`src/rtl/strm_rd_pkg.sv`:
```
package strm_rd_pkg;

    typedef enum logic [1:0] {
        ST_IDLE,
        ST_ARM,
        ST_FETCH,
        ST_SEND
    } st_e;

    localparam int SEL_W = 3;
    localparam logic [SEL_W-1:0] SEL_ADDR_LO = 3'd0;
    localparam logic [SEL_W-1:0] SEL_ADDR_HI = 3'd1;
    localparam logic [SEL_W-1:0] SEL_LEN     = 3'd2;
    localparam logic [SEL_W-1:0] SEL_CTRL    = 3'd3;
    localparam logic [SEL_W-1:0] SEL_STAT    = 3'd4;
    localparam logic [SEL_W-1:0] SEL_SUM     = 3'd5;

    // packed from MSB: bit3 swap, bit2 fixed, bit1 stream pause, bit0 memory pause
    typedef struct packed {
        logic swap;
        logic fixed;
        logic pause_strm;
        logic pause_mem;
    } ctrl_t;

endpackage

```
`src/rtl/strm_rd_bswap.sv`:
```
module strm_rd_bswap #(
    parameter int DW = 32
) (
    input  logic [DW-1:0] din,
    output logic [DW-1:0] dout
);
    localparam int NB = DW / 8;

    for (genvar i = 0; i < NB; i++) begin : g_byte
        assign dout[8*i +: 8] = din[8*(NB-1-i) +: 8];
    end

endmodule

```
`src/rtl/strm_rd_ctl.sv`:
```
module strm_rd_ctl
    import strm_rd_pkg::*;
#(
    parameter int DW    = 32,
    parameter int LO_W  = 32,
    parameter int HI_W  = 17,
    parameter int LEN_W = 29,
    parameter int CNT_W = 3
) (
    input  logic                   clk,
    input  logic                   rst_n,
    input  logic                   reg_we,
    input  logic [SEL_W-1:0]       reg_sel,
    input  logic [31:0]            reg_wdata,
    output logic [31:0]            reg_rdata,
    output logic                   mem_req,
    output logic [LO_W+HI_W-1:0]   mem_addr,
    input  logic                   mem_rvalid,
    input  logic [DW-1:0]          mem_rdata,
    input  logic [DW-1:0]          mem_rdata_rev,
    input  logic                   mem_rerr,
    output logic                   s_valid,
    input  logic                   s_ready,
    output logic [DW-1:0]          s_data,
    output logic                   s_last,
    output logic                   busy,
    output logic                   paused,
    output logic [2:0]             irq_evt
);
    localparam int BYTES  = DW / 8;
    localparam int ALIGN  = $clog2(BYTES);
    localparam int ADDR_W = LO_W + HI_W;
    localparam logic [LEN_W-1:0]  STEP_LEN  = LEN_W'(BYTES);
    localparam logic [ADDR_W-1:0] STEP_ADDR = ADDR_W'(BYTES);

    typedef struct packed {
        st_e              st;
        logic [LO_W-1:0]  alo;
        logic [HI_W-1:0]  ahi;
        logic [LEN_W-1:0] len;
        logic             last;
        ctrl_t            ctrl;
        logic [DW-1:0]    sum;
        logic [DW-1:0]    wbuf;
        logic [CNT_W-1:0] dcnt;
        logic [2:0]       evt;
    } state_t;

    state_t q, d;

    logic              idle;
    logic              pause_any;
    logic              beat;
    logic [ADDR_W-1:0] addr_full;
    logic [ADDR_W-1:0] addr_next;
    logic [LEN_W-1:0]  wr_len;

    assign idle      = (q.st == ST_IDLE);
    assign pause_any = q.ctrl.pause_mem | q.ctrl.pause_strm;
    assign addr_full = {q.ahi, q.alo};
    assign addr_next = addr_full + STEP_ADDR;
    assign wr_len    = {reg_wdata[LEN_W-1:ALIGN], {ALIGN{1'b0}}};
    assign beat      = s_valid & s_ready;

    always_comb begin
        d     = q;
        d.evt = '0;

        if (reg_we) begin
            case (reg_sel)
                SEL_ADDR_LO: if (idle) d.alo = {reg_wdata[LO_W-1:ALIGN], {ALIGN{1'b0}}};
                SEL_ADDR_HI: if (idle) d.ahi = reg_wdata[HI_W-1:0];
                SEL_CTRL:    d.ctrl = ctrl_t'(reg_wdata[3:0]);
                SEL_SUM:     if (idle) d.sum = reg_wdata[DW-1:0];
                SEL_LEN: begin
                    if (idle) begin
                        d.len  = wr_len;
                        d.last = reg_wdata[0];
                        if (wr_len == '0) begin
                            d.evt  = 3'b011;
                            d.dcnt = q.dcnt + 1'b1;
                        end else begin
                            d.st = ST_ARM;
                        end
                    end
                end
                default: ;
            endcase
        end

        case (q.st)
            ST_ARM: begin
                if (!pause_any) d.st = ST_FETCH;
            end
            ST_FETCH: begin
                if (mem_rvalid) begin
                    d.st = ST_SEND;
                    if (mem_rerr) begin
                        d.wbuf   = mem_rdata;
                        d.evt[2] = 1'b1;
                    end else begin
                        d.wbuf = q.ctrl.swap ? mem_rdata_rev : mem_rdata;
                        d.sum  = q.sum + mem_rdata;
                    end
                end
            end
            ST_SEND: begin
                if (beat) begin
                    d.len = q.len - STEP_LEN;
                    if (!q.ctrl.fixed) {d.ahi, d.alo} = addr_next;
                    if (q.len == STEP_LEN) begin
                        d.st       = ST_IDLE;
                        d.evt[1:0] = 2'b11;
                        d.dcnt     = q.dcnt + 1'b1;
                    end else begin
                        d.st = ST_ARM;
                    end
                end
            end
            default: ;
        endcase
    end

    always_ff @(posedge clk or negedge rst_n) begin
        if (!rst_n) begin
            q    <= '0;
            q.st <= ST_IDLE;
        end else begin
            q <= d;
        end
    end

    assign mem_req  = (q.st == ST_FETCH);
    assign mem_addr = addr_full;
    assign s_valid  = (q.st == ST_SEND) & ~pause_any;
    assign s_data   = q.wbuf;
    assign s_last   = s_valid & q.last & (q.len == STEP_LEN);
    assign busy     = ~idle;
    assign paused   = pause_any;
    assign irq_evt  = q.evt;

    always_comb begin
        reg_rdata = '0;
        case (reg_sel)
            SEL_ADDR_LO: reg_rdata[LO_W-1:0] = q.alo;
            SEL_ADDR_HI: reg_rdata[HI_W-1:0] = q.ahi;
            SEL_LEN: begin
                reg_rdata[LEN_W-1:0] = q.len;
                reg_rdata[0]         = q.last;
            end
            SEL_CTRL:    reg_rdata[3:0] = q.ctrl;
            SEL_STAT: begin
                reg_rdata[CNT_W:1] = q.dcnt;
                reg_rdata[0]       = busy;
            end
            SEL_SUM:     reg_rdata[DW-1:0] = q.sum;
            default: ;
        endcase
    end

endmodule

```
`src/rtl/strm_rd_chan.sv`:
```
module strm_rd_chan
    import strm_rd_pkg::*;
#(
    parameter int DW    = 32,
    parameter int LO_W  = 32,
    parameter int HI_W  = 17,
    parameter int LEN_W = 29,
    parameter int CNT_W = 3
) (
    input  logic                 clk,
    input  logic                 rst_n,
    input  logic                 reg_we,
    input  logic [2:0]           reg_sel,
    input  logic [31:0]          reg_wdata,
    output logic [31:0]          reg_rdata,
    output logic                 mem_req,
    output logic [LO_W+HI_W-1:0] mem_addr,
    input  logic                 mem_rvalid,
    input  logic [DW-1:0]        mem_rdata,
    input  logic                 mem_rerr,
    output logic                 s_valid,
    input  logic                 s_ready,
    output logic [DW-1:0]        s_data,
    output logic                 s_last,
    output logic                 busy,
    output logic [2:0]           irq_evt
);
    logic [DW-1:0] rdata_rev;
    logic          paused;

    strm_rd_bswap #(.DW(DW)) u_bswap (
        .din  (mem_rdata),
        .dout (rdata_rev)
    );

    strm_rd_ctl #(
        .DW(DW), .LO_W(LO_W), .HI_W(HI_W), .LEN_W(LEN_W), .CNT_W(CNT_W)
    ) u_ctl (
        .clk           (clk),
        .rst_n         (rst_n),
        .reg_we        (reg_we),
        .reg_sel       (reg_sel),
        .reg_wdata     (reg_wdata),
        .reg_rdata     (reg_rdata),
        .mem_req       (mem_req),
        .mem_addr      (mem_addr),
        .mem_rvalid    (mem_rvalid),
        .mem_rdata     (mem_rdata),
        .mem_rdata_rev (rdata_rev),
        .mem_rerr      (mem_rerr),
        .s_valid       (s_valid),
        .s_ready       (s_ready),
        .s_data        (s_data),
        .s_last        (s_last),
        .busy          (busy),
        .paused        (paused),
        .irq_evt       (irq_evt)
    );

endmodule

```
`config.mk`:
```
export PLATFORM = sky130hd
export DESIGN_NAME = strm_rd_chan
export DESIGN_NICKNAME = d
export VERILOG_FILES = /design/src/rtl/strm_rd_pkg.sv /design/src/rtl/strm_rd_bswap.sv /design/src/rtl/strm_rd_ctl.sv /design/src/rtl/strm_rd_chan.sv
export SDC_FILE = /design/constraint.sdc
export NUM_CORES = 1
export LEC_CHECK = 0
export ABC_AREA = 1
export CORE_UTILIZATION = 35
export DETAILED_ROUTE_END_ITERATION = 6
export DONT_BUFFER_PORTS = 1
export HOLD_SLACK_MARGIN = 0.05
export PLACE_DENSITY = 0.57
export SYNTH_ARGS = -nofsm -noshare
export SYNTH_HDL_FRONTEND = slang
export SYNTH_HIERARCHICAL = 1
export SYNTH_SLANG_ARGS = --single-unit
```
`constraint.sdc`:
```
create_clock -name clk -period 3.15 [get_ports clk]
set_input_delay 0.1575 -clock clk [delete_from_list [all_inputs] [get_ports clk]]
set_output_delay 0.1575 -clock clk [all_outputs]
set_load 0.03 [all_outputs]
```
=== Word-level counts from Yosys, hierarchy flattened ===
Index checks and enable logic that the tools add are counted.

* Order comparisons: 0
* Add/subtract/negate cells: 4
* Divide/modulo/power cells: 0
* Bitwise gates (word level): 7
* Equality and inequality tests: 9
* Multipliers: 0
* Reduce and logical (&&, ||, !) cells: 6
* Shifts and indexed selects: 0
* Mux-type cells: 42

{| class="wikitable"
|+ Operator list
! operator !! count
|-
| 32-bit 2-to-1 mux || 7
|-
| 64-bit 2-to-1 mux || 2
|-
| 117-bit 2-to-1 mux || 1
|-
| 80-bit 2-to-1 mux || 1
|-
| 78-bit 2-to-1 mux || 1
|-
| 30-bit 2-to-1 mux || 2
|-
| 13-bit case mux with 4 select lines || 1
|-
| 49-bit by 3-bit adder with 49-bit output (second input constant) || 1
|-
| 49-bit 2-to-1 mux || 1
|-
| 12-bit case mux with 3 select lines || 1
|-
| 17-bit 2-to-1 mux || 2
|-
| 32-bit adder || 1
|-
| 29-bit by 3-bit equality test with 1-bit output (second input constant) || 1
|-
| 29-bit logical NOT || 1
|-
| 29-bit by 3-bit subtractor with 29-bit output (second input constant) || 1
|-
| 6-bit 2-to-1 mux || 4
|-
| 4-bit case mux with 6 select lines || 1
|-
| 2-bit 2-to-1 mux || 8
|-
| 3-bit 2-to-1 mux || 3
|-
| 3-bit by 2-bit equality test with 1-bit output (second input constant) || 2
|-
| 3-bit equality test (second input constant) || 2
|-
| 2-bit case mux with 3 select lines || 1
|-
| 3-bit case mux with 2 select lines || 1
|-
| 1-bit bitwise AND || 4
|-
| 12 further kinds || 18
|}

* Input port bits: 73
* Word-level logic and storage cells: 81
* Memories: 0
* Flip-flop bits (word level): 155
* Bits in read-only memories: 0
* RAM bits: 0
* Latch bits: 0
* Output and inout bits: 120

=== Logic depth before layout (Yosys ltp) ===
Gate-level depths: netlist of the first run.

* Word-level depth: 8
* Mapped depth: 14
* Mapped depth without buffers: 14

=== Modules after synthesis ===
Netlist of the first run, hierarchy kept.

{| class="wikitable"
|+ Modules (own cells, without submodules)
! module !! seq. area each (um^2) !! area an instance (um^2) !! instances !! cells an instance
|-
| strm_rd_ctl || 3853.7 || 12663.4 || 1 || 1924
|-
| strm_rd_bswap || 0.0 || 240.2 || 1 || 32
|}

=== Worst setup path before layout of the first run ===
No wires, ideal clock.

* Path type: reg2out
* Start point: register u_ctl/q[84] in the netlist's numbering
* End point: output port s_last
* Arrival time: 1.953 ns
* Slack: 1.040 ns
* Cell stages (with the launch flop): 6
* Data required time: 2.992 ns
* Path buffers: 0
* Cells stage by stage: dfrtp_1 nor2_1 nand2_1 nor4_1 nand2_1 nor4_1

* Word-level cells in the longest chain between the ends: 2

{| class="wikitable"
|+ RTL lines
! item !! line !! source
|-
| from (decl) || strm_rd_ctl.sv:49 || <nowiki>state_t q, d;</nowiki>
|-
| 29-bit by 3-bit equality test with 1-bit output || strm_rd_ctl.sv:137 || <nowiki>assign s_last = s_valid & q.last & (q.len == STEP_LEN);</nowiki>
|-
| 1-bit bitwise AND || strm_rd_ctl.sv:137 ||
|-
| to (decl) || strm_rd_chan.sv:24 || <nowiki>output logic s_last,</nowiki>
|}

No other way between the ends.

=== Worst setup path in the final report of the first run ===
* Start point: register u_ctl/q[94] in the netlist's numbering
* End point: output port s_last

The elaborated chain is that of the path after synthesis.

==> run summary, run 1 <==
CP endpoint kind - primary output
Drt pass-1 iters - 7
Via count - 13545
Synth warn - 6
Main synth FF type - dfrtp_1
Clock buffer count from CTS - 17
Most common cell after layout, fill and taps aside - nand2_1
Setup Skew - 0.0194 ns
Port bufs - 0
Core box area - 35900 µm²
Worst hold margin - -0.587 ns
Setup CP Type - register to primary output
# H-tree levels - 4
Layout net count - 2035
Setup TNS after final layout - 0 ns
Post-route minimum period - 2.54 ns
#FFs+latches synth - 154
Initial core utilization - 35.9%
Die Ht - 194 µm
Failing checks - DRC, hold timing
Critical-path top delay cell - dfrtp_1
Critical Path Fanout Max - 5
Share of layout cells above drive strength 1 - 6.40%
Worst path top cell family by delay - simple AND/OR/NAND/NOR gates
Die W - 194 µm
Synth-to-Final Area Change - 10.1%
# fillers - 3850
Placed Cells - 2284
Ys async rst share - 100%
Io pins - 193
Startpoint Class - register
Largest net degree at the start of global routing - 155
Final setup viols - 0
# DRC - 1
Worst skew pair latency - 0.46 ns
Max Cap Viol - 0
Outcome - finished with violations
Req. time, crit path - 2.99 ns
Final count of hold timing violations - 154
First-pass GRT wire length - 81600 µm
Post-synth cell types - 47
PostCTS Resize Cnt - 0
Max VDD drop - 0.496 mV
Post-route ant nets - 0
Post-Syn Area per Cell - 6.60 µm²
Post-DR wirelength/cell - 22.9 µm
Crit path buf inv count - 2
Crit path DAT - 2.38 ns
Top cell by count, worst path - nand2_1
GRT Resource Usage Total - 29.0%
Final worst path period share - 80.7%
CTS Root Cell - clkbuf_16
Net count after synthesis - 2065
Mapped cell area - 12900 µm²
Crit path cell chain - inv_1 > nand2_1 > nor2_1 > nand2_1 > nor4_1 > nand2_1 > nor4_2 > buf_4
Total congestion overflow - 0
Worst slew margin - 21.0%
Setup bufs post-CTS - 0
Cell row count - 69
Post-route insts no fill - 2405
CTS Buffer Depth - 2
Drt total wl - 55200 µm
Clk pin slew, worst setup/hold paths - 0.07 ns
Die ar. - 37600 µm²
Max incr delay on CP - 0.41 ns
RSZ-0062 raised after global routing - false
DR iter-0 viols - 1584
Syn Inst Count - 1956
PwrDens - 955 nW/µm²
Commonest non-fill, non-tap cells in the layout - 513 x nand2_1, 234 x inv_1, 171 x nor2_1
GP Congestion - 0.944
Seq/Total Area, Yosys - 29.9%
Cts hold-fix bufs - 84
Vias/cell - 5.63
Slew Limit Fails - 0
Initial antenna violation count - 3
Leak Pwr - 6.72 nW
TritonCTS clock tree - built
Vias in the first global route - 12606
Worst-margin pin slew - 1.18 ns
Clock sink count - 154
FMAX - 0.394 GHz
HPWL reported at the end of detailed placement - 41400 µm
HP Class - primary input to asynchronous set/reset pin
Reg2reg setup slack - 0.64 ns
EDFF count, synth - 0
[cell families (layout without fill, tap and decap cells)]
kind of cell | count (synthesis) | after routing | synth area share [%]
xor+xnor | 42 | 42 | 2.85
simple gates | 901 | 901 | 29.5
other cells | 0 | 5 | 0
buf+inv | 431 | 414 | 16.2
fa+ha+maj | 36 | 36 | 3.55
compound gates | 392 | 392 | 18.0
flops | 154 | 154 | 29.9
[sequential cells by signal, summed over array words and instances, names as in the netlist]
signal / flops
u_ctl/irq_evt: 2
u_ctl/mem_addr: 49
u_ctl/q: 71
u_ctl/s_data: 32
[path summary, 6_finish.rpt]
kind / cells after the start / to / startpoint
hold / removal: 0 / u_ctl/q[70]$_DFFE_PN0P_ / rst_n
hold reg to reg: 2 / u_ctl/q[5]$_DFF_PN0_ / u_ctl/q[5]$_DFF_PN0_
min in group clk: 2 / u_ctl/q[70]$_DFFE_PN0P_ / reg_wdata[0]
setup reg to reg: 9 / u_ctl/q[40]$_DFF_PN0_ / u_ctl/q[154]$_DFF_PN0_
max in group asynchronous: 0 / u_ctl/s_data[15]$_DFFE_PN0P_ / rst_n
setup / recovery: 8 / s_last / u_ctl/q[94]$_DFF_PN0_
[metal layers]
metal / wire [µm] / up-vias / track usage (%)
met5: 0 / - / 0
met4: 1770 / 0 / 10.3
met3: 5760 / 103 / 8.12
met2: 23600 / 738 / 43.1
met1: 24000 / 6450 / 40.0
li1: - / 6254 / -
[power breakdown]
part           switching, W  leakage (nW)  internal, W
registers           0.00221          1.79      0.00285
clock network      0.000996         0.305      0.00131
logic               0.00394          4.63      0.00226
total               0.00714          6.72      0.00642
[Yosys cell counts, drive strengths merged, types with 4 or more instances]
cell,instances,area [µm²]
a22oi,6,45.0
a32oi,4,35.0
o221ai,13,114
nand2,517,1960
nor2,186,782
o211ai,10,75.1
o21bai,8,60.1
ha,35,438
or2,8,50.0
dfrtp,154,3850
clkbuf,34,128
nor3,28,150
buf,147,1030
o21ai,115,576
nand3,129,661
xnor2,7,61.3
a2bb2oi,32,280
a211oi,4,30.0
a21oi,162,811
o22ai,11,68.8
nand4,23,144
inv,249,935
o2111ai,13,114
xor2,35,307
a31oi,5,31.3
[final cells by class]
class                           count  area, µm²  share of cell area [%]
Antenna cell                        5       12.5                  0.0881
Clock buffer                       19        453                    3.19
Clock inverter                     13        180                    1.27
Inverter                          250        938                    6.60
Multi-Input combinational cell   1371       6970                    49.0
Sequential cell                   154       3850                    27.1
Tap cell                          461        577                    4.06
Timing Repair Buffer              132       1230                    8.63
[through the flow]
stage               instance area [µm²]  total power [W]  setup slack (ns)  utilization (%)
floorplan                         12900          0.00956              1.04                -
global placement                  12700           0.0108             0.831             35.4
detailed placement                12700           0.0108             0.793             35.4
CTS                               14200           0.0135             0.646             39.5
global route                      14200           0.0145             0.482             39.5
finish                            14200           0.0136             0.609             39.6
Note: power is estimated with default switching activity, not from simulation.
==> run 2, diff against run 1 <==
clock period = 2.5 ns   (was 3.15 ns; I/O delays follow)
==> run summary, run 2 (same netlist as run 1, synthesis figures left out) <==
CP Depth - 8 (unchanged)
Setup TNS after final layout - 0 ns (unchanged)
Failing checks - hold timing (was DRC, hold timing)
Post-route insts no fill - 2459 (was 2405)
Crit path DAT - 2.70 ns (was 2.38 ns)
Final setup viols - 0 (unchanged)
Max reg flops - 71 (unchanged)
Worst-margin pin slew - 0.986 ns (was 1.18 ns)
Post-route minimum period - 2.32 ns
Via count - 13619 (was 13545)
Clk pin slew, worst setup/hold paths - 0.07 ns (about the same)
Worst hold margin - -0.617 ns (was -0.587 ns)
Total congestion overflow - 0 (unchanged)
Die Ht - 194 µm (unchanged)
HPWL reported at the end of detailed placement - 42800 µm (was 41400 µm)
Max VDD drop - 0.524 mV (was 0.496 mV)
CP endpoint kind - register (was primary output)
Max Cap Viol - 0 (unchanged)
Largest net degree at the start of global routing - 155 (unchanged)
Synth-to-Final Area Change - 13.5% (was 10.1%)
RR Startpoint - u_ctl/q[154]$_DFF_PN0_ (unchanged)
FMAX - 0.431 GHz
# H-tree levels - 4 (unchanged)
Clock sink count - 154 (unchanged)
DR iter-0 viols - 1397 (was 1584)
Setup CP Type - register to register (was register to primary output)
Final count of hold timing violations - 154 (unchanged)
Crit path from - u_ctl/q[154]$_DFF_PN0_ (was u_ctl/q[94]$_DFF_PN0_)
Worst slew margin - 33.8% (was 21.0%)
Cell row count - 69 (unchanged)
Slew Limit Fails - 0 (unchanged)
First-pass GRT wire length - 83100 µm (was 81600 µm)
TritonCTS clock tree - built (unchanged)
Startpoint Class - register (unchanged)
Clock buffer count from CTS - 17 (unchanged)
Leak Pwr - 6.99 nW (was 6.72 nW)
Critical Path Fanout Max - 34 (was 5)
Die W - 194 µm (unchanged)
Critical-path top delay cell - dlygate4sd3_1 (was dfrtp_1)
Drt total wl - 56600 µm (was 55200 µm)
Final core utilization - 40.8% (was 39.6%)
Placed Cells - 2330 (was 2284)
R2R cell count - 8 (was 9)
Top reg by flops - u_ctl/q (unchanged)
Crit path cell chain - inv_1 > nor2_1 > nand2_1 > buf_4 > inv_1 > buf_8 > a2bb2oi_1 > dlygate4sd3_1 (was inv_1 > nand2_1 > nor2_1 > nand2_1 > nor4_1 > nand2_1 > nor4_2 > buf_4)
HP Class - primary input to asynchronous set/reset pin (unchanged)
Port bufs - 0 (unchanged)
Setup Skew - 0.0223 ns (was 0.0194 ns)
Share of layout cells above drive strength 1 - 8.84% (was 6.40%)
CTS Buffer Depth - 2 (unchanged)
Post-DR wirelength/cell - 23.0 µm (was 22.9 µm)
Worst skew pair latency - 0.45 ns (was 0.46 ns)
Die ar. - 37600 µm² (unchanged)
Outcome - finished with violations (unchanged)
Final worst path period share - 92.9%
Top cell by count, worst path - inv_1 (was nand2_1)
GP Congestion - 0.974 (was 0.944)
Core box area - 35900 µm² (unchanged)
CTS Root Cell - clkbuf_16 (unchanged)
Worst path top cell family by delay - buffers and inverters (was simple AND/OR/NAND/NOR gates)
Crit path buf inv count - 5 (was 2)
Io pins - 193 (unchanged)
Most common cell after layout, fill and taps aside - nand2_1 (unchanged)
Layout net count - 2087 (was 2035)
RSZ-0062 raised after global routing - false (unchanged)
Req. time, crit path - 2.88 ns (was 2.99 ns)
# DRC - 0 (was 1)
Vias in the first global route - 12735 (was 12606)
PwrDens - 1210 nW/µm² (was 955 nW/µm²)
Cts hold-fix bufs - 83 (was 84)
Post-route ant nets - 0 (unchanged)
Commonest non-fill, non-tap cells in the layout - 513 x nand2_1, 233 x inv_1, 171 x nor2_1 (was 513 x nand2_1, 234 x inv_1, 171 x nor2_1)
Drt pass-1 iters - 6 (was 7)
Vias/cell - 5.54 (was 5.63)
Max incr delay on CP - 0.57 ns (was 0.41 ns)
GRT Resource Usage Total - 29.8% (was 29.0%)
Initial antenna violation count - 12 (was 3)
Initial core utilization - 35.9% (unchanged)
run 2: repair_timing:
item / 4_1_cts / 5_1_grt
endpoints found under the setup margin: 0 / 19
buffers inserted: 0 / 7
endpoints found under the hold margin: 277 / 154
gates resized for setup: 0 / 4
run 2: final timing paths:
path | endpoint | slack [ns]
worst min register to register | u_ctl/q[5]$_DFF_PN0_ | 0.49
worst max register to register | u_ctl/s_data[25]$_DFFE_PN0P_ | 0.18
max in group asynchronous | u_ctl/s_data[2]$_DFFE_PN0P_ | 2.89
worst min-delay path | u_ctl/mem_addr[26]$_DFF_PN0_ | -0.62
worst max-delay path | u_ctl/s_data[25]$_DFFE_PN0P_ | 0.18
min in group clk | u_ctl/q[67]$_DFF_PN0_ | 0.07
run 2: report_power, final:
group	internal, W	switching (W)
Clock	0.00177	0.00117
Combinational	0.00325	0.00593
Sequential	0.00361	0.00200
run 2: layout make-up:
class | instances | area [µm²]
fill | 3819 | 21300
multi-input combinational | 1371 | 6970
sequential | 154 | 3850
timing repair buffer | 184 | 1650
inverter | 250 | 938
tap | 461 | 577
clock buffer | 19 | 433
clock inverter | 12 | 199
antenna | 8 | 20.0
run 2: metrics by stage:
stage	cell area (µm²)	power (W)	setup slack, ns	hold WS (ns)
after CTS	14600	0.0175	0.0424	-0.637
after detailed placement	13100	0.0142	0.347	-0.158
after floorplan	12900	0.0121	0.422	-0.171
after global placement	13100	0.0141	0.324	-0.157
after global routing	14600	0.0188	0.00232	-0.629
final	14600	0.0177	0.178	-0.617
run 2: per-layer routing:
| metal | up-vias | routed length [µm] | GRT usage [%] |
|---|---|---|---|
| li1 | 6360 | - | - |
| met5 | - | 0 | 0 |
| met1 | 6439 | 24200 | 40.5 |
| met2 | 733 | 24000 | 44.0 |
| met4 | 0 | 1970 | 12.2 |
| met3 | 87 | 6410 | 8.54 |
